==> config.mk <==
export PLATFORM = sky130hd
export DESIGN_NAME = pec_crc8_unit
export DESIGN_NICKNAME = d
export VERILOG_FILES = /design/src/rtl/pec_crc8_pkg.sv /design/src/rtl/pec_crc8_accum.sv /design/src/rtl/pec_crc8_verdict.sv /design/src/rtl/pec_crc8_unit.sv
export SDC_FILE = /design/constraint.sdc
export NUM_CORES = 1
export LEC_CHECK = 0
export BUFFER_PORTS_ARGS = -buffer_cell sky130_fd_sc_hd__buf_4
export CAP_MARGIN = 20
export CORE_ASPECT_RATIO = 0.8
export CORE_UTILIZATION = 30
export DETAILED_ROUTE_END_ITERATION = 7
export SETUP_SLACK_MARGIN = 0.5
export SYNTH_ARGS = -nofsm -noshare
export SYNTH_HDL_FRONTEND = slang
export SYNTH_SLANG_ARGS = --single-unit
==> constraint.sdc <==
create_clock -name clk -period 4.5 [get_ports clk]
set_input_delay 0.9 -clock clk [delete_from_list [all_inputs] [get_ports clk]]
set_output_delay 0.9 -clock clk [all_outputs]
set_load 0.1 [all_outputs]
==> src/rtl/pec_crc8_pkg.sv <==
package pec_crc8_pkg;

  localparam int BYTE_W = 8;

  typedef logic [BYTE_W-1:0] byte_t;

  // One byte through the CRC register, MSB first, fully unrolled.
  function automatic byte_t crc8_step(input byte_t cur, input byte_t din, input byte_t poly);
    byte_t r;
    r = cur ^ din;
    for (int k = 0; k < BYTE_W; k++) begin
      if (r[BYTE_W-1]) r = (r << 1) ^ poly;
      else             r = r << 1;
    end
    return r;
  endfunction

endpackage

==> src/rtl/pec_crc8_accum.sv <==
module pec_crc8_accum
  import pec_crc8_pkg::*;
#(
  parameter byte_t POLY = 8'h07
) (
  input  logic  clk,
  input  logic  rst_n,
  input  logic  clr,
  input  logic  vld,
  input  byte_t data,
  output byte_t crc_q,
  output byte_t step_o
);

  byte_t base;

  // A clear in the same cycle as a byte restarts from zero.
  always_comb begin
    base   = clr ? '0 : crc_q;
    step_o = crc8_step(base, data, POLY);
  end

  always_ff @(posedge clk or negedge rst_n) begin
    if (!rst_n)   crc_q <= '0;
    else if (vld) crc_q <= step_o;
    else if (clr) crc_q <= '0;
  end

endmodule

==> src/rtl/pec_crc8_verdict.sv <==
module pec_crc8_verdict (
  input  logic clk,
  input  logic rst_n,
  input  logic fin,
  input  logic rx,
  input  logic resid_zero,
  output logic tx_done,
  output logic ok,
  output logic bad
);

  always_ff @(posedge clk or negedge rst_n) begin
    if (!rst_n) begin
      tx_done <= 1'b0;
      ok      <= 1'b0;
      bad     <= 1'b0;
    end else begin
      tx_done <= fin && !rx;
      ok      <= fin && rx && resid_zero;
      bad     <= fin && rx && !resid_zero;
    end
  end

endmodule

==> src/rtl/pec_crc8_unit.sv <==
module pec_crc8_unit
  import pec_crc8_pkg::*;
#(
  parameter byte_t POLY = 8'h07
) (
  input  logic       clk,
  input  logic       rst_n,
  input  logic       clr_i,
  input  logic       byte_vld_i,
  input  logic [7:0] byte_i,
  input  logic       last_i,
  input  logic       rx_mode_i,
  output logic [7:0] crc_o,
  output logic       tx_done_o,
  output logic       pec_ok_o,
  output logic       pec_bad_o
);

  // Named internal events, visible to the bound checker.
  byte_t step_crc;
  logic  fin_evt;
  logic  step_zero;

  assign fin_evt   = byte_vld_i && last_i;
  assign step_zero = (step_crc == '0);

  pec_crc8_accum #(.POLY(POLY)) i_accum (
    .clk    (clk),
    .rst_n  (rst_n),
    .clr    (clr_i),
    .vld    (byte_vld_i),
    .data   (byte_i),
    .crc_q  (crc_o),
    .step_o (step_crc)
  );

  pec_crc8_verdict i_verdict (
    .clk        (clk),
    .rst_n      (rst_n),
    .fin        (fin_evt),
    .rx         (rx_mode_i),
    .resid_zero (step_zero),
    .tx_done    (tx_done_o),
    .ok         (pec_ok_o),
    .bad        (pec_bad_o)
  );

endmodule

# After elaboration in Yosys (flattened, before gate mapping)
# Index checks and enable logic that the tools add are counted.
[op_classes] mux=10 n_bitwise=9 n_reduce_logical=8
[op_table] cell="$mux W3" n=8
[op_table] cell="$not A3 Y3" n=8
[op_table] cell="$mux W8" n=2
[op_table] cell="$logic_not A8 Y1" n=1
[op_table] cell="$xor A8 B8 Y8" n=1
[op_table] cell="$logic_and A1 B1 Y1" n=5
[op_table] cell="$logic_not A1 Y1" n=2
[totals] ff_bits=11 inputBits=14

# Depth between registers and ports, before layout
# Gate-level depths: netlist of run 1.
[depth] depth_word=21 ltp_mapped=6

# Modules after synthesis
# From an unflattened synthesis of run 1, not the netlist that was laid out.
[hier_totals] hier_cells=85 area_unflattened_um2=862.1
[modules_own_cells] module="pec_crc8_accum" instances=1 cells_each=75 area_per_inst_um2=735.7 seq_area_each_um2=200.2
[modules_own_cells] module="pec_crc8_verdict" instances=1 cells_each=6 area_per_inst_um2=101.3 seq_area_each_um2=75.1
[modules_own_cells] module="pec_crc8_unit" instances=1 cells_each=4 area_per_inst_um2=25.0 seq_area_each_um2=0.0

# Least setup slack after synthesis of run 1
# OpenSTA, ideal clock, no wires.
[synth_path] kind="flip-flop to flip-flop" start="register i_accum.crc_q[7]" end="register i_accum.crc_q[2]" setup_time_ns=0.080 arrival_time_ns=2.405 t_required_ns=4.420 slack_ns=2.015 stages_incl_launch_ff=6 period_less_slack_ns=2.485 path_cell_list="dfrtp_1 -> xor3_1 -> and3_4 -> o2111a_1 -> nor4_1 -> xnor2_1"
[synth_between] elab_chain_len=7 elab_cells_between_ends=9
[synth_rtl] element="start: declaration" line="pec_crc8_accum.sv:11" rtl="output byte_t crc_q,"
[synth_rtl] element="start signal: assignment" line="pec_crc8_accum.sv:25" rtl="else if (vld) crc_q <= step_o;"
[synth_rtl] element="$mux W8 (*)"
[synth_rtl] element="$xor A8 B8 Y8 (*)" line="pec_crc8_pkg.sv:10" rtl="r = cur ^ din;"
[synth_rtl] element="$mux W3 (*)" line="pec_crc8_pkg.sv:12" rtl="if (r[BYTE_W-1]) r = (r << 1) ^ poly;"
[synth_rtl] element="$mux W3 / $not A3 Y3 (equally long branches)"
[synth_rtl] element="$not A3 Y3 (no line) / $mux W3 (equally long branches)"
[synth_rtl] element="$mux W3 (*)" line="pec_crc8_pkg.sv:12"
[synth_rtl] element="$mux W8 (*)" line="pec_crc8_accum.sv:25"
# Every way passes the cells marked *; elsewhere a longest branch is shown, timed or not.

# Worst setup path after layout of run 1
[layout_path] start="input byte_i[7]" end="register i_accum.crc_q[2]"
[layout_between] elab_chain_len=6 elab_cells_between_ends=8
[layout_rtl] element="start: declaration" line="pec_crc8_unit.sv:10" rtl="input logic [7:0] byte_i,"
[layout_rtl] element="$xor A8 B8 Y8 (*)" line="pec_crc8_pkg.sv:10"
[layout_rtl] element="$mux W3 (*)" line="pec_crc8_pkg.sv:12"
[layout_rtl] element="$mux W3 / $not A3 Y3 (equally long branches)"
[layout_rtl] element="$not A3 Y3 (no line) / $mux W3 (equally long branches)"
[layout_rtl] element="$mux W3 (*)" line="pec_crc8_pkg.sv:12"
[layout_rtl] element="$mux W8 (*)" line="pec_crc8_accum.sv:25"
# Marked as above.

==> results.cfg, run 1 <==
[yosys]
synth_nets = 108
synthMuxAreaShare = 0
synth_simple_gate_area_share = 0.179
synth_area_leaders = dfrtp_1 29%, xnor3_1 14%, xnor2_1 14%, xor2_1 5.6%, nor2_1 4.0%
ys_ff_latch = 11
ys_types = 32
synth.avg_cell_area_sq_um = 10.0
synth_top_cell_area_share = 0.292
ys_seq_area_frac = 0.292
synth_top_family_by_area = XOR/XNOR gates
synth_top_area_cell = dfrtp_1
synth_warnings = 0
synth_fa_ha_area_frac = 0
synth_xor_area_frac = 0.364
syn_inst = 94
synth.cell_area_sq_um = 942
synth_compound_area_frac = 0.135

[cells_and_area]
layout_common_cells = 24 x buf_4, 15 x xnor2_1, 11 x dfrtp_1, 10 x nor2_1, 9 x nand2_1
seqCellArea_sq_um = 275
drive_gt1_frac = 0.244
fin_nets = 134
layoutNonFillerInstCount = 157
diodes = 0
syn_to_final_growth_pct = 27.0
layout.cells.most_common = buf_4
fillers = 292
multi_input_area_sq_um = 639

[setup_path]
critPathSlowestCell = xnor3_1
crit_path_end_kind = register
path_buf_inv = 1
timing.rr.end = i_accum.crc_q[2]$_DFF_PN0_
critPathArrivalTime_ns = 2.45
worstPathCellList = buf_4 > xnor3_1 > nor3b_1 > a2111oi_0 > nor4_1 > xnor2_1
start_kind = input pin
cp-endpoint = i_accum.crc_q[2]$_DFF_PN0_
critPathMaxFanout = 5
crit_start = byte_i[7]
slowest_delay_ns = 0.44
rr_worst_depth = 5
required_ns = 4.67
cp_top_family = simple AND/OR/NAND/NOR gates
cp_num_cells = 6
r2r_slack_ns = 2.54
worstReg2RegStart = i_accum.crc_q[7]$_DFF_PN0_
path_class = input pin to register

[placed_design]
dp.cells = 153
io_buffers = 24
dp_hpwl_um = 1750
pre_cts_ws_ns = 1.95
place_congestion = 0.793

[route]
wl_um = 2240
vias_per_cell = 5.06
num_vias = 794
drc = 0
dr.pass1.iters = 4
wl_per_cell_um = 14.3
ant_nets = 0
drtIter0Drc = 12

[clock_network]
path_clk_slew_ns = 0.06
hold_buffers = 0
cts_sinks = 11
ctsResizeCount = 0
worstSkewPairLatency_ns = 0.24
post_cts_buffers = 0
root_buffer = clkbuf_8
clockBufferDepth = 2
h-tree-depth = 1
numCtsBuffers = 3
cts_tree = yes

[floorplanning]
num_rows = 17
coreArea_sq_um = 2870
die_w_um = 64.7
dieArea_sq_um = 3370
chipHeight_um = 52.1
initial_core_util = 0.328
ios = 25

[sta]
layout_min_cycle_time_ns = 2.29
setup_viol = 0
fin_tns_setup_ns = 0
drv_slew = 0
finalHoldViolations = 0
tightest_slew_ns = 0.481
rsz0062_at_grt = false
max_freq_ghz = 0.437
skew_ns = 0.00394
relSlewSlack = 0.677
fin_ws_ns = 2.21
fin_crit_sh = 0.508

[pwr]
p_leak_nw = 0.552
power_density_nw_per_um2 = 786
vdd_drop_max_mv = 0.453
power.total_mw = 0.941

[global_route]
grt-ovfl-total = 0
grt_start_max_net_pins = 17
met1_usage = 0.212
met3_usage = 0.0219
grt_use_met2 = 0.235
antenna_found_initial = 0
grt.busiest_layer = met2
grt_pass1_wl_um = 3740
gr-usage-all-layers = 0.151
grt_pass1_vias = 793

[flow_run]
drv_cap = 0

[hold_path]
min_path_type = input pin to async pin

[status]
run_status = finished clean
logic make-up after synthesis:
logic type,Yosys count
simple gates,33
xor+xnor,28
flops,11
compound gates,17
buf+inv,5
flip-flops by register name (all words and copies together), names as in the netlist:
signal and count:
i_accum.crc_q 8, i_verdict.ok 1, i_verdict.bad 1, i_verdict.tx_done 1
report_power, final:
part | leakage, nW | switching (mW) | total [mW] | internal [mW]
Clock | 0.0255 | 0.0435 | 0.105 | 0.0611
Combinational | 0.385 | 0.412 | 0.648 | 0.236
Sequential | 0.142 | 0.0548 | 0.188 | 0.133
synth_stat cells, drive strengths merged:
master / instances
xnor2: 15
dfrtp: 11
nor2: 10
nand2: 9
xnor3: 6
xor2: 6
o21ai: 5
a2111oi: 2
a22o: 2
and3: 2
buf: 2
inv: 2
nand3: 2
nor2b: 2
nor4: 2
o2111a: 2
or3: 2
a21boi: 1
a21oi: 1
a2bb2oi: 1
a31oi: 1
clkbuf: 1
nand2b: 1
nand4b: 1
nor3b: 1
nor4bb: 1
o31a: 1
o32ai: 1
xor3: 1
per-layer routing:
metal	up-vias	routed length (um)
met5	-	0
met4	0	18
met3	2	105
met2	21	1040
met1	385	1080
li1	386	-
cell type report:
cell class	instances	area share
inverter	2	0.00628
clock inverter	1	0.00418
sequential	11	0.230
timing repair buffer	24	0.151
clock buffer	3	0.0345
multi-input combinational	78	0.535
tap	38	0.0397
how the worst min path moves through the flow:
stage,start,end,slack (ns),depth (start not counted)
after floorplan,rst_n,i_accum.crc_q[0]$_DFF_PN0_,0.60,0
after global routing,rst_n,i_accum.crc_q[3]$_DFF_PN0_,0.49,1
after detailed placement,i_accum.crc_q[1]$_DFF_PN0_,i_accum.crc_q[1]$_DFF_PN0_,0.55,2
after global placement,i_accum.crc_q[1]$_DFF_PN0_,i_accum.crc_q[1]$_DFF_PN0_,0.54,2
final,rst_n,i_accum.crc_q[4]$_DFF_PN0_,0.48,1
after CTS,rst_n,i_accum.crc_q[3]$_DFF_PN0_,0.49,1
worst reg2reg max path: stages, from the launching register on:
cell	delay (ns)
dfrtp_1	0.42
xor3_1	0.47
nor3b_1	0.36
a2111oi_0	0.13
nor4_1	0.35
xnor2_1	0.16
through the flow:
stage,instance area (sq um),utilization,hold WS [ns]
floorplan,942,-,0.604
global placement,1150,0.400,0.541
detailed placement,1150,0.400,0.547
CTS,1200,0.417,0.491
global route,1200,0.417,0.494
finish,1200,0.417,0.484
Note: power is estimated with default switching activity, not from simulation.
==> run 2, diff against run 1 <==
Clock period 4.5 ns to 2.2 ns, I/O delays scaled along.
==> run 2 against run 1 <==
Compared with the run above: sequential share of layout area increased by 0.23 points; worst setup slack worse by 1.9 ns; combinational power increased by 120%; clock-buffer cell count rose by 1; routed wire length up 3.7%; largest cell class unchanged; critical path type is now register to register; worst hold slack lost 0.46 ns.
==> results.cfg, run 2 (same netlist as run 1, synthesis figures left out) <==
[sta]
finalHoldViolations = 0
skew_ns = 0.00229
rsz0062_at_grt = true
relSlewSlack = 0.710
fin_tns_setup_ns = 0
hold_ws_ns = 0.0270
fin_crit_sh = 0.862
tightest_slew_ns = 0.433
layout_min_cycle_time_ns = 1.90
setup_viol = 0
drv_slew = 0
max_freq_ghz = 0.528

[global_route]
grt_pass1_wl_um = 3680
grt-ovfl-total = 0
antenna_found_initial = 0
grt_start_max_net_pins = 17
gr-usage-all-layers = 0.152
grt_pass1_vias = 733

[clock_network]
h-tree-depth = 1
cts_sinks = 11
path_clk_slew_ns = 0.05
worstSkewPairLatency_ns = 0.24
cts_tree = yes
root_buffer = clkbuf_8
numCtsBuffers = 3
clockBufferDepth = 2

[route]
wl_per_cell_um = 14.7
num_vias = 805
dr.pass1.iters = 4
drtIter0Drc = 19
ant_nets = 0
wl_um = 2330
vias_per_cell = 5.09
drc = 0

[pwr]
power_frac_seq = 0.202
p_leak_nw = 0.553
p_sw_mw = 1.09
combPwrFrac = 0.696
power.total_mw = 2.04
power_density_nw_per_um2 = 1610
switching_share = 0.533
clkPwrFrac = 0.101
vdd_drop_max_mv = 0.867
p_int_mw = 0.954

[cells_and_area]
layout.cells.most_common = buf_4
syn_to_final_growth_pct = 34.3
regMostFlops = i_accum.crc_q
multi_input_area_sq_um = 683
largest_reg_flops = 8
layout_common_cells = 25 x buf_4, 15 x xnor2_1, 8 x nor2_1, 8 x nand2_1
diodes = 0
drive_gt1_frac = 0.383
fillers = 283
fin_nets = 135
seqCellArea_sq_um = 294

[floorplanning]
die_w_um = 64.7
coreArea_sq_um = 2870
ios = 25
chipHeight_um = 52.1
initial_core_util = 0.328
dieArea_sq_um = 3370
num_rows = 17

[setup_path]
start_kind = register
critPathMaxFanout = 4
path_class = register to register
required_ns = 2.32
timing.rr.end = i_accum.crc_q[2]$_DFF_PN0_
worstReg2RegStart = i_accum.crc_q[7]$_DFF_PN0_
critPathArrivalTime_ns = 2.01
r2r_slack_ns = 0.30
rr_worst_depth = 5
crit_path_end_kind = register

[placed_design]
place_congestion = 0.856
io_buffers = 24
dp_hpwl_um = 1710

[hold_path]
min_path_type = input pin to async pin

[status]
run_status = finished clean

[flow_run]
drv_cap = 0
[run 2: cell types whose count changed in the layout (fill, tap and decap cells not counted), moves of 2 or more]
| cell | delta |
|---|---|
| a2111oi_2 | +2 |
| a2111oi_0 | -2 |
| dfrtp_4 | +4 |
| nor2_1 | -2 |
| nor4_2 | +2 |
| dfrtp_2 | +3 |
| dfrtp_1 | -7 |
| nor2_2 | +2 |
| nor4_1 | -2 |
[run 2: critical path, cell delays in order, from the launching register on]
cell	delay, ns
dfrtp_4	0.49
xor3_2	0.44
a21boi_1	0.32
a2111oi_2	0.10
nor4_2	0.30
xnor2_1	0.12
[run 2: cell type report]
class	instances	share of cell area
tap	38	0.0376
inverter	2	0.00593
multi-input combinational	78	0.540
clock buffer	4	0.0356
sequential	11	0.232
timing repair buffer	25	0.148
[run 2: worst max-delay path by stage]
stage                                           from                    endpoint  slack [ns]  depth (start not counted)
final                     i_accum.crc_q[7]$_DFF_PN0_  i_accum.crc_q[2]$_DFF_PN0_        0.30                          5
after detailed placement                   byte_i[7]  i_accum.crc_q[2]$_DFF_PN0_        0.16                          6
after global placement                     byte_i[7]  i_accum.crc_q[2]$_DFF_PN0_        0.23                          6
after global routing      i_accum.crc_q[7]$_DFF_PN0_  i_accum.crc_q[2]$_DFF_PN0_        0.20                          5
after CTS                 i_accum.crc_q[7]$_DFF_PN0_  i_accum.crc_q[2]$_DFF_PN0_        0.31                          5
after floorplan           i_accum.crc_q[6]$_DFF_PN0_  i_accum.crc_q[2]$_DFF_PN0_        0.17                          5
[run 2: what timing repair did]
item / 4_1_cts / 5_1_grt
endpoints found under the setup margin: 5 / 5
hold buffers: 0 / 0
pin swaps: 7 / 0
buffers inserted: 1 / 0
hold endpoints to repair: 0 / 0
gates resized for setup: 7 / 3
[run 2: power groups by stage]
stage	sequential [mW]	combinational, mW	clock [mW]
2_1_floorplan	0.897	0.602	0
3_3_place_gp	0.415	1.33	0
3_5_place_dp	0.418	1.34	0
4_1_cts	0.410	1.40	0.211
5_1_grt	0.424	1.49	0.225
6_report	0.413	1.42	0.207
[run 2: per-layer routing]
| layer | part of all wire | global-route usage | up-vias |
|---|---|---|---|
| li1 | - | - | 384 |
| met3 | 0.043 | 0.0548 | 4 |
| met2 | 0.45 | 0.214 | 17 |
| met5 | 0 | 0 | - |
| met4 | 0.0082 | 0.0407 | 0 |
| met1 | 0.50 | 0.217 | 400 |
[run 2: per-stage QoR]
step	util	std cells	area, sq um	setup slack, ns
CTS	0.436	158	1250	0.314
global placement	0.410	153	1180	0.234
finish	0.441	158	1260	0.305
detailed placement	0.410	153	1180	0.161
global route	0.441	158	1260	0.202
floorplan	-	94	970	0.169
==> run 3, diff against run 2 <==
==> constraint.sdc (replaced) <==
create_clock -name clk -period 2.2 [get_ports clk]
set_input_delay 0.33 -clock clk [delete_from_list [all_inputs] [get_ports clk]]
set_output_delay 0.33 -clock clk [all_outputs]
set_load 0.1 [all_outputs]
==> run 3 against run 2 <==
Compared with the run above: total power increased by 3.2%; worst hold slack improved by 0.23 ns; clock-buffer cell count unchanged; critical path type unchanged; largest cell class unchanged; largest power group unchanged.
==> results.cfg, run 3 (same netlist as run 1, synthesis figures left out) <==
[status]
run_status = finished clean

[global_route]
antenna_found_initial = 0
grt_pass1_wl_um = 3910
gr-usage-all-layers = 0.161
grt_pass1_vias = 802
grt_start_max_net_pins = 17
grt-ovfl-total = 0

[hold_path]
min_path_type = input pin to register
whs_endpoint = i_verdict.tx_done$_DFF_PN0_
hold-path-cell-count = 2
worstHoldStart = rx_mode_i

[setup_path]
crit_path_end_kind = register
worstPathCellList = xor3_2 > nor3b_4 > o2111a_1 > nor4_2 > xnor2_1
path_buf_inv = 0
worstReg2RegStart = i_accum.crc_q[6]$_DFF_PN0_
critPathSlowestCell = dfrtp_4
critPathArrivalTime_ns = 2.10
required_ns = 2.37
timing.rr.end = i_accum.crc_q[2]$_DFF_PN0_
start_kind = register
path_class = register to register
cp_top_family = XOR/XNOR gates
critPathMaxFanout = 4
rr_worst_depth = 5
cp_num_cells = 5
r2r_slack_ns = 0.27
slowest_delay_ns = 0.49

[clock_network]
cts_tree = yes
clockBufferDepth = 2
h-tree-depth = 1
root_buffer = clkbuf_8
worstSkewPairLatency_ns = 0.25
path_clk_slew_ns = 0.06
cts_sinks = 11
numCtsBuffers = 3

[sta]
fin_crit_sh = 0.876
relSlewSlack = 0.707
setup_viol = 0
rsz0062_at_grt = true
fin_tns_setup_ns = 0
drv_slew = 0
finalHoldViolations = 0
skew_ns = 0.00318
layout_min_cycle_time_ns = 1.93
max_freq_ghz = 0.519
tightest_slew_ns = 0.436

[floorplanning]
dieArea_sq_um = 3370
chipHeight_um = 52.1
num_rows = 17
die_w_um = 64.7
ios = 25
coreArea_sq_um = 2870
initial_core_util = 0.328

[route]
dr.pass1.iters = 4
drc = 0
ant_nets = 0
wl_um = 2450
drtIter0Drc = 17
vias_per_cell = 5.05
num_vias = 818
wl_per_cell_um = 15.1

[cells_and_area]
drive_gt1_frac = 0.379
diodes = 0
final_area_sq_um = 1300
layout.cells.most_common = buf_4
layout_common_cells = 28 x buf_4, 15 x xnor2_1, 9 x nor2_1, 9 x nand2_1
fin_nets = 139
fillers = 285
largest_reg_flops = 8
syn_to_final_growth_pct = 37.7
regMostFlops = i_accum.crc_q

[placed_design]
io_buffers = 24
postPlaceCellArea_sq_um = 1180
dp_hpwl_um = 1830
place_congestion = 0.777

[pwr]
p_leak_nw = 0.574
power_density_nw_per_um2 = 1620
vdd_drop_max_mv = 0.897

[flow_run]
drv_cap = 0
## run 3: cell types whose count changed in the layout (fill, tap and decap cells not counted), sizes merged
cell         delta
dlygate4sd3     +1
buf             +3
## run 3: report_power, final
| part | internal (mW) | switching [mW] | total (mW) |
|---|---|---|---|
| clock network | 0.128 | 0.0887 | 0.217 |
| logic | 0.564 | 0.917 | 1.48 |
| registers | 0.300 | 0.110 | 0.410 |
| total | 0.992 | 1.12 | 2.11 |
## run 3: how the worst max path moves through the flow
| stage | start | endpoint | slack [ns] |
|---|---|---|---|
| 6_report | i_accum.crc_q[6]$_DFF_PN0_ | i_accum.crc_q[2]$_DFF_PN0_ | 0.27 |
| 5_1_grt | i_accum.crc_q[6]$_DFF_PN0_ | i_accum.crc_q[2]$_DFF_PN0_ | 0.22 |
| 3_3_place_gp | i_accum.crc_q[6]$_DFF_PN0_ | i_accum.crc_q[2]$_DFF_PN0_ | 0.33 |
| 4_1_cts | i_accum.crc_q[7]$_DFF_PN0_ | i_accum.crc_q[2]$_DFF_PN0_ | 0.29 |
| 2_1_floorplan | i_accum.crc_q[6]$_DFF_PN0_ | i_accum.crc_q[2]$_DFF_PN0_ | 0.17 |
| 3_5_place_dp | i_accum.crc_q[6]$_DFF_PN0_ | i_accum.crc_q[2]$_DFF_PN0_ | 0.24 |
## run 3: through the flow
| stage | worst slack [ns] | utilization | hold WS, ns | total power, mW | std cells |
|---|---|---|---|---|---|
| 3_5_place_dp | 0.238 | 0.410 | 0.181 | 1.77 | 153 |
| 2_1_floorplan | 0.169 | - | 0.0344 | 1.50 | 94 |
| 4_1_cts | 0.285 | 0.438 | 0.252 | 2.03 | 159 |
| 6_report | 0.273 | 0.452 | 0.254 | 2.11 | 162 |
| 5_1_grt | 0.222 | 0.452 | 0.265 | 2.21 | 162 |
| 3_3_place_gp | 0.330 | 0.410 | 0.175 | 1.75 | 153 |
## run 3: timing repair
action | 4_1_cts | 5_1_grt
hold endpoints to repair | 11 | 0
hold buffers | 1 | 0
buffers inserted | 1 | 3
gates resized for setup | 5 | 4
setup endpoints to repair | 5 | 5
pin swaps | 4 | 3
## run 3: cell type report
class	instances	area, sq um	share of cell area
repair buffers	29	220	0.170
inverters	2	7.51	0.00579
clock buffers	4	45.0	0.0347
flip-flops and latches	11	294	0.227
multi-input cells	78	683	0.527
well taps	38	47.5	0.0366
## run 3: routing by layer
| layer | vias up | share of wire | global-route usage |
|---|---|---|---|
| li1 | 391 | - | - |
| met1 | 403 | 0.49 | 0.216 |
| met2 | 20 | 0.46 | 0.249 |
| met3 | 4 | 0.038 | 0.0482 |
| met4 | 0 | 0.0098 | 0.0519 |
| met5 | - | 0 | 0 |
